`src/rtl/llsc_pkg.sv`:
```
// Shared types for the load-linked / store-conditional unit.
// Assumes one request in flight at a time.
package llsc_pkg;

    typedef enum logic [2:0] {
        ST_IDLE,
        ST_LL_RD,
        ST_SC_RD,
        ST_SC_WR,
        ST_RESP
    } llsc_state_t;

    typedef enum logic {
        OP_LL = 1'b0,
        OP_SC = 1'b1
    } llsc_op_t;

endpackage

```
`src/rtl/llsc_agen.sv`:
```
// Effective address generator: base plus signed immediate scaled by
// 2**SHIFT. Purely combinational; assumes XLEN > IMM_W + SHIFT.
module llsc_agen #(
    parameter int XLEN  = 64,
    parameter int IMM_W = 14,
    parameter int SHIFT = 2
) (
    input  logic [XLEN-1:0]  base,
    input  logic [IMM_W-1:0] imm,
    output logic [XLEN-1:0]  ea
);
    localparam int EXT_W = XLEN - IMM_W - SHIFT;

    logic [XLEN-1:0] offset;

    // Sign-extend and scale the immediate, then add it to the base.
    always_comb begin
        offset = {{EXT_W{imm[IMM_W-1]}}, imm, {SHIFT{1'b0}}};
        ea     = base + offset;
    end
endmodule

```
`src/rtl/llsc_ext.sv`:
```
// Read-data formatter: passes a full doubleword, or sign-extends the low
// half for a word access. Upper half of the bus is ignored for words.
module llsc_ext #(
    parameter int XLEN = 64
) (
    input  logic [XLEN-1:0] rdata,
    input  logic            dword,
    output logic [XLEN-1:0] value
);
    localparam int HALF = XLEN / 2;

    // Select full width or sign-extended low half.
    always_comb begin
        if (dword) begin
            value = rdata;
        end else begin
            value = {{HALF{rdata[HALF-1]}}, rdata[HALF-1:0]};
        end
    end
endmodule

```
`src/rtl/llsc_resv.sv`:
```
// Reservation store: holds the address and value captured by the last
// load-linked. Invalid after reset. Reports an address hit for the
// address offered on chk_addr.
module llsc_resv #(
    parameter int XLEN = 64
) (
    input  logic            clk,
    input  logic            rst_n,
    input  logic            set_en,
    input  logic [XLEN-1:0] set_addr,
    input  logic [XLEN-1:0] set_val,
    input  logic [XLEN-1:0] chk_addr,
    output logic            hit,
    output logic [XLEN-1:0] val
);
    logic            r_valid;
    logic [XLEN-1:0] r_addr;
    logic [XLEN-1:0] r_val;

    // Capture a new reservation; reset drops it.
    always_ff @(posedge clk) begin
        if (!rst_n) begin
            r_valid <= 1'b0;
            r_addr  <= '0;
            r_val   <= '0;
        end else if (set_en) begin
            r_valid <= 1'b1;
            r_addr  <= set_addr;
            r_val   <= set_val;
        end
    end

    // Address hit only counts while a reservation exists.
    always_comb begin
        hit = r_valid && (chk_addr == r_addr);
        val = r_val;
    end
endmodule

```
`src/rtl/llsc_ctrl.sv`:
```
// Sequencer for one request at a time: accepts, runs the load or the
// locked compare-and-swap, then raises done for one cycle.
// Assumes mem_ack arrives only while mem_req is high.
module llsc_ctrl
    import llsc_pkg::*;
#(
    parameter int XLEN  = 64,
    parameter int REG_W = 5
) (
    input  logic             clk,
    input  logic             rst_n,
    input  logic             req_valid,
    input  logic             req_op,
    input  logic             req_dword,
    input  logic [REG_W-1:0] req_rd,
    input  logic [XLEN-1:0]  req_src,
    input  logic [XLEN-1:0]  ea,
    input  logic             resv_hit,
    input  logic [XLEN-1:0]  resv_val,
    input  logic [XLEN-1:0]  rd_value,
    input  logic             mem_ack,
    output logic             req_ready,
    output logic             done,
    output logic [REG_W-1:0] done_rd,
    output logic             done_we,
    output logic [XLEN-1:0]  done_data,
    output logic             mem_req,
    output logic             mem_we,
    output logic             mem_lock,
    output logic             mem_dword,
    output logic [XLEN-1:0]  mem_addr,
    output logic [XLEN-1:0]  mem_wdata,
    output logic             resv_set
);
    localparam logic [XLEN-1:0] ONE = {{(XLEN-1){1'b0}}, 1'b1};

    llsc_state_t      st;
    logic             q_dword;
    logic [REG_W-1:0] q_rd;
    logic             q_we;
    logic [XLEN-1:0]  q_addr;
    logic [XLEN-1:0]  q_src;
    logic [XLEN-1:0]  q_res;

    // State machine and request capture.
    always_ff @(posedge clk) begin
        if (!rst_n) begin
            st      <= ST_IDLE;
            q_dword <= 1'b0;
            q_rd    <= '0;
            q_we    <= 1'b0;
            q_addr  <= '0;
            q_src   <= '0;
            q_res   <= '0;
        end else begin
            case (st)
                ST_IDLE: begin
                    if (req_valid) begin
                        q_dword <= req_dword;
                        q_rd    <= req_rd;
                        q_we    <= (req_rd != '0);
                        q_addr  <= ea;
                        q_src   <= req_src;
                        q_res   <= '0;
                        if (req_op == OP_LL) begin
                            st <= (req_rd != '0) ? ST_LL_RD : ST_RESP;
                        end else begin
                            st <= resv_hit ? ST_SC_RD : ST_RESP;
                        end
                    end
                end
                ST_LL_RD: begin
                    if (mem_ack) begin
                        q_res <= rd_value;
                        st    <= ST_RESP;
                    end
                end
                ST_SC_RD: begin
                    if (mem_ack) begin
                        if (rd_value == resv_val) begin
                            q_res <= ONE;
                            st    <= ST_SC_WR;
                        end else begin
                            st    <= ST_RESP;
                        end
                    end
                end
                ST_SC_WR: begin
                    if (mem_ack) begin
                        st <= ST_RESP;
                    end
                end
                ST_RESP: begin
                    st <= ST_IDLE;
                end
                default: begin
                    st <= ST_IDLE;
                end
            endcase
        end
    end

    // Decode outputs from the current state and captured request.
    always_comb begin
        req_ready = (st == ST_IDLE);
        done      = (st == ST_RESP);
        done_rd   = q_rd;
        done_we   = q_we;
        done_data = q_res;
        mem_req   = (st == ST_LL_RD) || (st == ST_SC_RD) || (st == ST_SC_WR);
        mem_we    = (st == ST_SC_WR);
        mem_lock  = (st == ST_SC_RD) || (st == ST_SC_WR);
        mem_dword = q_dword;
        mem_addr  = q_addr;
        mem_wdata = q_src;
        resv_set  = (st == ST_LL_RD) && mem_ack;
    end
endmodule

```
`src/rtl/llsc_unit.sv`:
```
// Top of the load-linked / store-conditional unit. Wires the address
// generator, read formatter, reservation store and sequencer.
// Assumes a memory that holds off other requesters while mem_lock is high.
module llsc_unit #(
    parameter int XLEN  = 64,
    parameter int IMM_W = 14,
    parameter int SHIFT = 2,
    parameter int REG_W = 5
) (
    input  logic             clk,
    input  logic             rst_n,
    input  logic             req_valid,
    output logic             req_ready,
    input  logic             req_op,
    input  logic             req_dword,
    input  logic [REG_W-1:0] req_rd,
    input  logic [XLEN-1:0]  req_base,
    input  logic [IMM_W-1:0] req_imm,
    input  logic [XLEN-1:0]  req_src,
    output logic             done,
    output logic [REG_W-1:0] done_rd,
    output logic             done_we,
    output logic [XLEN-1:0]  done_data,
    output logic             mem_req,
    output logic             mem_we,
    output logic             mem_lock,
    output logic             mem_dword,
    output logic [XLEN-1:0]  mem_addr,
    output logic [XLEN-1:0]  mem_wdata,
    input  logic             mem_ack,
    input  logic [XLEN-1:0]  mem_rdata
);
    logic [XLEN-1:0] ea;
    logic [XLEN-1:0] rd_value;
    logic [XLEN-1:0] resv_val;
    logic            resv_hit;
    logic            resv_set;

    llsc_agen #(.XLEN(XLEN), .IMM_W(IMM_W), .SHIFT(SHIFT)) u_agen (
        .base (req_base),
        .imm  (req_imm),
        .ea   (ea)
    );

    llsc_ext #(.XLEN(XLEN)) u_ext (
        .rdata (mem_rdata),
        .dword (mem_dword),
        .value (rd_value)
    );

    llsc_resv #(.XLEN(XLEN)) u_resv (
        .clk      (clk),
        .rst_n    (rst_n),
        .set_en   (resv_set),
        .set_addr (mem_addr),
        .set_val  (rd_value),
        .chk_addr (ea),
        .hit      (resv_hit),
        .val      (resv_val)
    );

    llsc_ctrl #(.XLEN(XLEN), .REG_W(REG_W)) u_ctrl (
        .clk       (clk),
        .rst_n     (rst_n),
        .req_valid (req_valid),
        .req_op    (req_op),
        .req_dword (req_dword),
        .req_rd    (req_rd),
        .req_src   (req_src),
        .ea        (ea),
        .resv_hit  (resv_hit),
        .resv_val  (resv_val),
        .rd_value  (rd_value),
        .mem_ack   (mem_ack),
        .req_ready (req_ready),
        .done      (done),
        .done_rd   (done_rd),
        .done_we   (done_we),
        .done_data (done_data),
        .mem_req   (mem_req),
        .mem_we    (mem_we),
        .mem_lock  (mem_lock),
        .mem_dword (mem_dword),
        .mem_addr  (mem_addr),
        .mem_wdata (mem_wdata),
        .resv_set  (resv_set)
    );
endmodule

```
`config.mk`:
```
export PLATFORM = sky130hd
export DESIGN_NAME = llsc_unit
export DESIGN_NICKNAME = d
export VERILOG_FILES = /design/src/rtl/llsc_pkg.sv /design/src/rtl/llsc_agen.sv /design/src/rtl/llsc_ext.sv /design/src/rtl/llsc_resv.sv /design/src/rtl/llsc_ctrl.sv /design/src/rtl/llsc_unit.sv
export SDC_FILE = /design/constraint.sdc
export NUM_CORES = 1
export LEC_CHECK = 0
export BUFFER_PORTS_ARGS = -buffer_cell sky130_fd_sc_hd__buf_2
export CAP_MARGIN = 40
export CORE_ASPECT_RATIO = 1.1
export CORE_MARGIN = 5
export CORE_UTILIZATION = 51
export CTS_CLUSTER_DIAMETER = 80
export DETAILED_ROUTE_END_ITERATION = 7
export GPL_TIMING_DRIVEN = 1
export HOLD_SLACK_MARGIN = 0.05
export PLACE_DENSITY = 0.87
export RECOVER_POWER = 100
export SYNTH_ARGS = -nofsm -noshare
export SYNTH_HDL_FRONTEND = slang
export SYNTH_HIERARCHICAL = 1
export SYNTH_SLANG_ARGS = --single-unit
```
`constraint.sdc`:
```
create_clock -name clk -period 15.3 [get_ports clk]
set_input_delay 3.06 -clock clk [delete_from_list [all_inputs] [get_ports clk]]
set_output_delay 3.06 -clock clk [all_outputs]
set_load 0.05 [all_outputs]
```
Word level (Yosys, flattened, before mapping) --
Cells that the tools add are included.
Word-level totals: flip-flop bits (word level) 331, latch bits 0, memory bits (writable) 0, ROM bits 0, input bits 217, output and inout port bits 204, logic and storage cells 48, memories 0
Cells by class: $add $sub $neg 1, multipliers 0, div/mod/pow operators 0, order comparisons 0, equality and inequality tests 11, shift operators 0, multiplexer cells 14, bitwise gates (word level) 0, reduce and logical (&&, ||, !) cells 12
Operators with widths (number):
- $mux W64 | 5
- $pmux W64 S3 | 1
- $eq A64 B64 Y1 | 2
- $add A64 B64 Y64 | 1
- $mux W3 | 7
- $pmux W3 S3 | 1
- $eq A3 B2 Y1 const B | 2
- $ne A2 B2 Y1 const B | 3
- $reduce_and A5 Y1 | 1
- $reduce_bool A5 Y1 | 1
- $ne A2 B1 Y1 const B | 2
- $eq A3 B1 Y1 const B | 1
- $eq A3 B3 Y1 const B | 1
- $logic_not A3 Y1 | 1
- $logic_or A1 B1 Y1 | 3
- $reduce_and A3 Y1 | 1
- $reduce_bool A3 Y1 | 1
- $logic_and A1 B1 Y1 | 2
- $reduce_and A2 Y1 | 1
- $reduce_or A2 Y1 | 1

Longest topological paths before layout --
depth in word-level cells 7, gate-level depth with buffers 22, depth with buffers taken out 22

Cells and area by module --
Netlist, hierarchy kept.
By module, submodules not included:
- llsc_ctrl | instances 1, cells an instance 1012, area each 8420.6 µm², seq. area each 4043.9 µm²
- llsc_resv | instances 1, cells an instance 505, area each 5524.0 µm², seq. area each 2582.5 µm²
- llsc_agen | instances 1, cells an instance 504, area each 3463.3 µm², seq. area each 0.0 µm²
- llsc_ext | instances 1, cells an instance 71, area each 799.5 µm², seq. area each 0.0 µm²

Worst setup path after synthesis --
OpenSTA, ideal clock, no wires.
path kind in2reg, from input req_base[2], to register u_ctrl.st[2], setup time 0.121 ns, arrival time 7.111 ns, data required time 15.179 ns, slack 8.068 ns, cell stages on the path 22, path buffers 0, cell sequence ha_1 > inv_1 > fa_1 > and2b_1 > o2111ai_1 > a21oi_1 > a221o_2 > a211o_1 > a21o_2 > a41oi_4 > o31a_2 > o41ai_1 > xor2_1 > xnor2_1 > nand4_1 > nor4_1 > nand4_1 > nor4_2 > nand2b_1 > a21oi_1 > o21ai_0 > o21ai_1
On the way: cells in the longest elaborated chain, start to end 7
Ends and longest elaborated chain:
- from (decl) | RTL line llsc_unit.sv:17 | input logic [XLEN-1:0] req_base,
- $add A64 B64 Y64 | RTL line llsc_agen.sv:19 | ea = base + offset;
- net ea[62] | RTL line llsc_unit.sv:33 | logic [XLEN-1:0] ea;
- $eq A64 B64 Y1 | RTL line llsc_resv.sv:35 | hit = r_valid && (chk_addr == r_addr);
- $logic_and A1 B1 Y1 | RTL line llsc_resv.sv:35
- net resv_hit | RTL line llsc_unit.sv:36 | logic resv_hit;
- $mux W3 | RTL line llsc_ctrl.sv:68 | st <= resv_hit ? ST_SC_RD : ST_RESP;
- $mux W3 | RTL line llsc_ctrl.sv:65 | if (req_op == OP_LL) begin
- $mux W3 | RTL line llsc_ctrl.sv:58 | if (req_valid) begin
- $pmux W3 S3 | RTL line llsc_ctrl.sv:56 | case (st)
- to (signal assigned) | RTL line llsc_ctrl.sv:66 | st <= (req_rd != '0) ? ST_LL_RD : ST_RESP;
- to (signal assigned) | RTL line llsc_ctrl.sv:68
- to (decl) | RTL line llsc_ctrl.sv:37 | llsc_state_t st;
The timed path passes the listed nets, and every way through them passes these cells. The select of a mux whose other input is x is not followed. A chain may end at the register's enable or synchronous reset.

==> impl_metrics.yaml <==
run_status:
  status: "finished with violations"
  violations: "capacitance limit, slew limit"
synthesis:
  async_reset_ff_share_pct: 0
  syn_area_um2: 18200
  ys_seq_area_share_pct: 36.4
  ys_warn_count: 6
  synth_seq_cells: 331
  synth_top_cell_area_share_pct: 36.4
  synth-edff-count: 0
  avgSynthCellArea_um2: 8.70
  yosys-top-cells-count: "dfxtp_1, nand2_1, a21oi_1"
  synth_area_leaders: "dfxtp_1, mux2i_1, nand2_1"
  synth_cells: 2092
  post-synth-top-count-cell: "dfxtp_1"
  yosysTopAreaCell: "dfxtp_1"
  dominantRegCellSynth: "dfxtp_1"
  ys_types: 82
  synth_fp_nets: 2371
clock_network:
  cts_max_path_buffers: 3
  cts_resized: 0
  insertion_delay_ns: 0.54
  clkTransAtPathRegs_ns: 0.06
  cts_tree: "done"
  cts_buffers: 37
  postCtsSetupRepairBufs: 0
  numClockSinks: 331
  root_buffer: "clkbuf_16"
  h-tree-depth: 2
  cts_hold_buffers: 0
grt:
  grt_pass1_vias: 16000
  grt_max_degree: 130
  antenna_found_initial: 3
  track_usage_pct: 27.5
  grt_pass1_wl_um: 88300
  globalRouteOverflowTotal: 0
timing:
  setup_viol: 0
  timing.slew.headroom_pct: -142
  timing.final.crit_period_ns: 10.70
  rsz0062_at_grt: "false"
  max_freq_mhz: 93.5
  fin_skew_ns: 0.0188
  tightest_slew_ns: 3.63
  holdWs_ns: 0.454
  setup_slack_ns: 4.60
  min_period_over_period_pct: 69.9
  finalSetupTns_ns: 0
  maxSlewViolCount: 431
  hold_violations: 0
critical_path:
  cp-start-kind: "input pin"
  required_ns: 15.78
  crit_fanout: 87
  cp.arrival_ns: 11.18
  crit_path_end_kind: "register"
  setup.worst_path.class: "input pin to register"
die:
  rows: 72
  die_x_um: 190
  coreArea_um2: 35200
  die_h_um: 208
  start_util_pct: 51.7
  ios: 421
  dieArea_um2: 39600
power_and_ir_drop:
  ir_worst_vdd_v: 0.0000793
  internal_power_mw: 1.63
  pwr-share-seq_pct: 38.2
  p_comb_share_pct: 25.1
  p_leak_nw: 8.08
  p_sw_share_pct: 33.7
  switchingPower_mw: 0.826
  powerDensity_nw_per_um2: 116
  power_mw: 2.45
  clock_power_share_pct: 36.8
placement:
  io_buffers: 420
  post-place-ws_ns: 7.01
  placed_area_um2: 20200
  dp_hpwl_um: 43100
  placedCellCount: 2834
  place.gp.congestion: 0.964
routing:
  ant_nets: 0
  dr.max_layer_used: "met5"
  routed_via_density: 5.74
  routed-wl-met3_um: 5180
  drcViolationCount: 0
  wl_met2_um: 27500
  drt_iter0_markers: 1192
  totalWireLength_um: 58400
  dr.pass1.iters: 6
  vias: 16700
  met1_length_um: 23000
  wl_per_cell_um: 20.1
final_layout:
  stdcell_count: 2901
  drive_gt1_share_pct: 15.1
  n_fill_cell: 3137
  final_core_util_pct: 59.8
  fin_nets: 2671
  final_cell_area_um2: 21100
  areaGrowthSynthToFinish_pct: 15.7
job:
  maxCapViolations: 6
hold_path:
  hp-class: "register to register"
==> worst max-delay path, stage by stage <==
cell        delay (ns)
clkbuf_1          2.51
clkinvlp_2        3.59
a211oi_1          1.33
nand2_1           0.20
o31ai_1           0.31
a31o_1            0.13
==> area by class of cell <==
type                       instances  area [um2]  area share (%)
multi-input combinational       1560       10500            49.8
sequential                       331        6630            31.5
timing repair buffer             435        2010            9.57
clock buffer                      52        1040            4.95
tap                              481         602            2.86
clock inverter                    13         174           0.826
inverter                          27         103           0.487
antenna                            2        5.00          0.0238
==> logic make-up after synthesis <==
kind of cell / Yosys count / share of synthesized area [%]
AND/OR/NAND/NOR: 677 / 17.8
buffers and inverters: 201 / 5.84
multiplexers: 161 / 9.70
adder cells (fa/ha/maj): 62 / 4.30
AO/OA/AOI/OAI: 478 / 17.2
XOR/XNOR: 182 / 8.75
flip-flops: 331 / 36.4
==> power by group through the flow <==
stage	logic (mW)	clock network, mW	registers (mW)
final	0.615	0.901	0.936
after global routing	0.654	0.951	0.941
after CTS	0.618	0.918	0.935
after detailed placement	0.615	0	0.954
after global placement	0.606	0	0.951
after floorplan	0.324	0	1.07
==> registers in the layout, summed over array words and instances (netlist names) <==
signal / flops
u_ctrl/mem_dword: 1
u_ctrl/mem_addr: 64
u_resv/val: 64
u_resv/r_addr: 64
u_resv/r_valid: 1
u_ctrl/done_data: 64
u_ctrl/mem_wdata: 64
u_ctrl/done_we: 1
u_ctrl/st: 3
u_ctrl/done_rd: 5
==> worst paths after layout <==
path | from | endpoint | slack [ns] | cells past startpoint
hold reg to reg | u_ctrl/mem_wdata[61]$_SDFFE_PN0P_ | u_ctrl/mem_wdata[61]$_SDFFE_PN0P_ | 0.45 | 2
setup / recovery | rst_n | u_ctrl/st[0]$_SDFFE_PN0P_ | 4.60 | 6
hold / removal | u_ctrl/mem_wdata[61]$_SDFFE_PN0P_ | u_ctrl/mem_wdata[61]$_SDFFE_PN0P_ | 0.45 | 2
setup reg to reg | u_ctrl/mem_dword$_SDFFE_PN0P_ | u_ctrl/done_data[50]$_SDFFE_PN0P_ | 10.23 | 8
==> layer usage <==
metal  vias up  track usage (%)
li1       7908                -
met1      7880             33.9
met2       724             45.8
met3       134             6.62
met4         4             11.7
met5         -                0
==> placed cells by master, fill, tap and decap left out, types with 20 or more instances in the layout <==
cell         n
mux2_4      30
nand4_1     28
nor2_1      49
nand2_1    327
buf_2      217
xor2_1     100
nor2b_1    133
o21ai_0     75
dfxtp_1    330
clkbuf_1   216
a21o_1      33
inv_1       26
o21ai_2     20
a32oi_1     63
clkbuf_16   37
nand3_1     76
xnor2_1     82
nor4_1      21
ha_1        61
a21oi_1    199
mux2i_1    128
(Power assumes the default switching activity.)
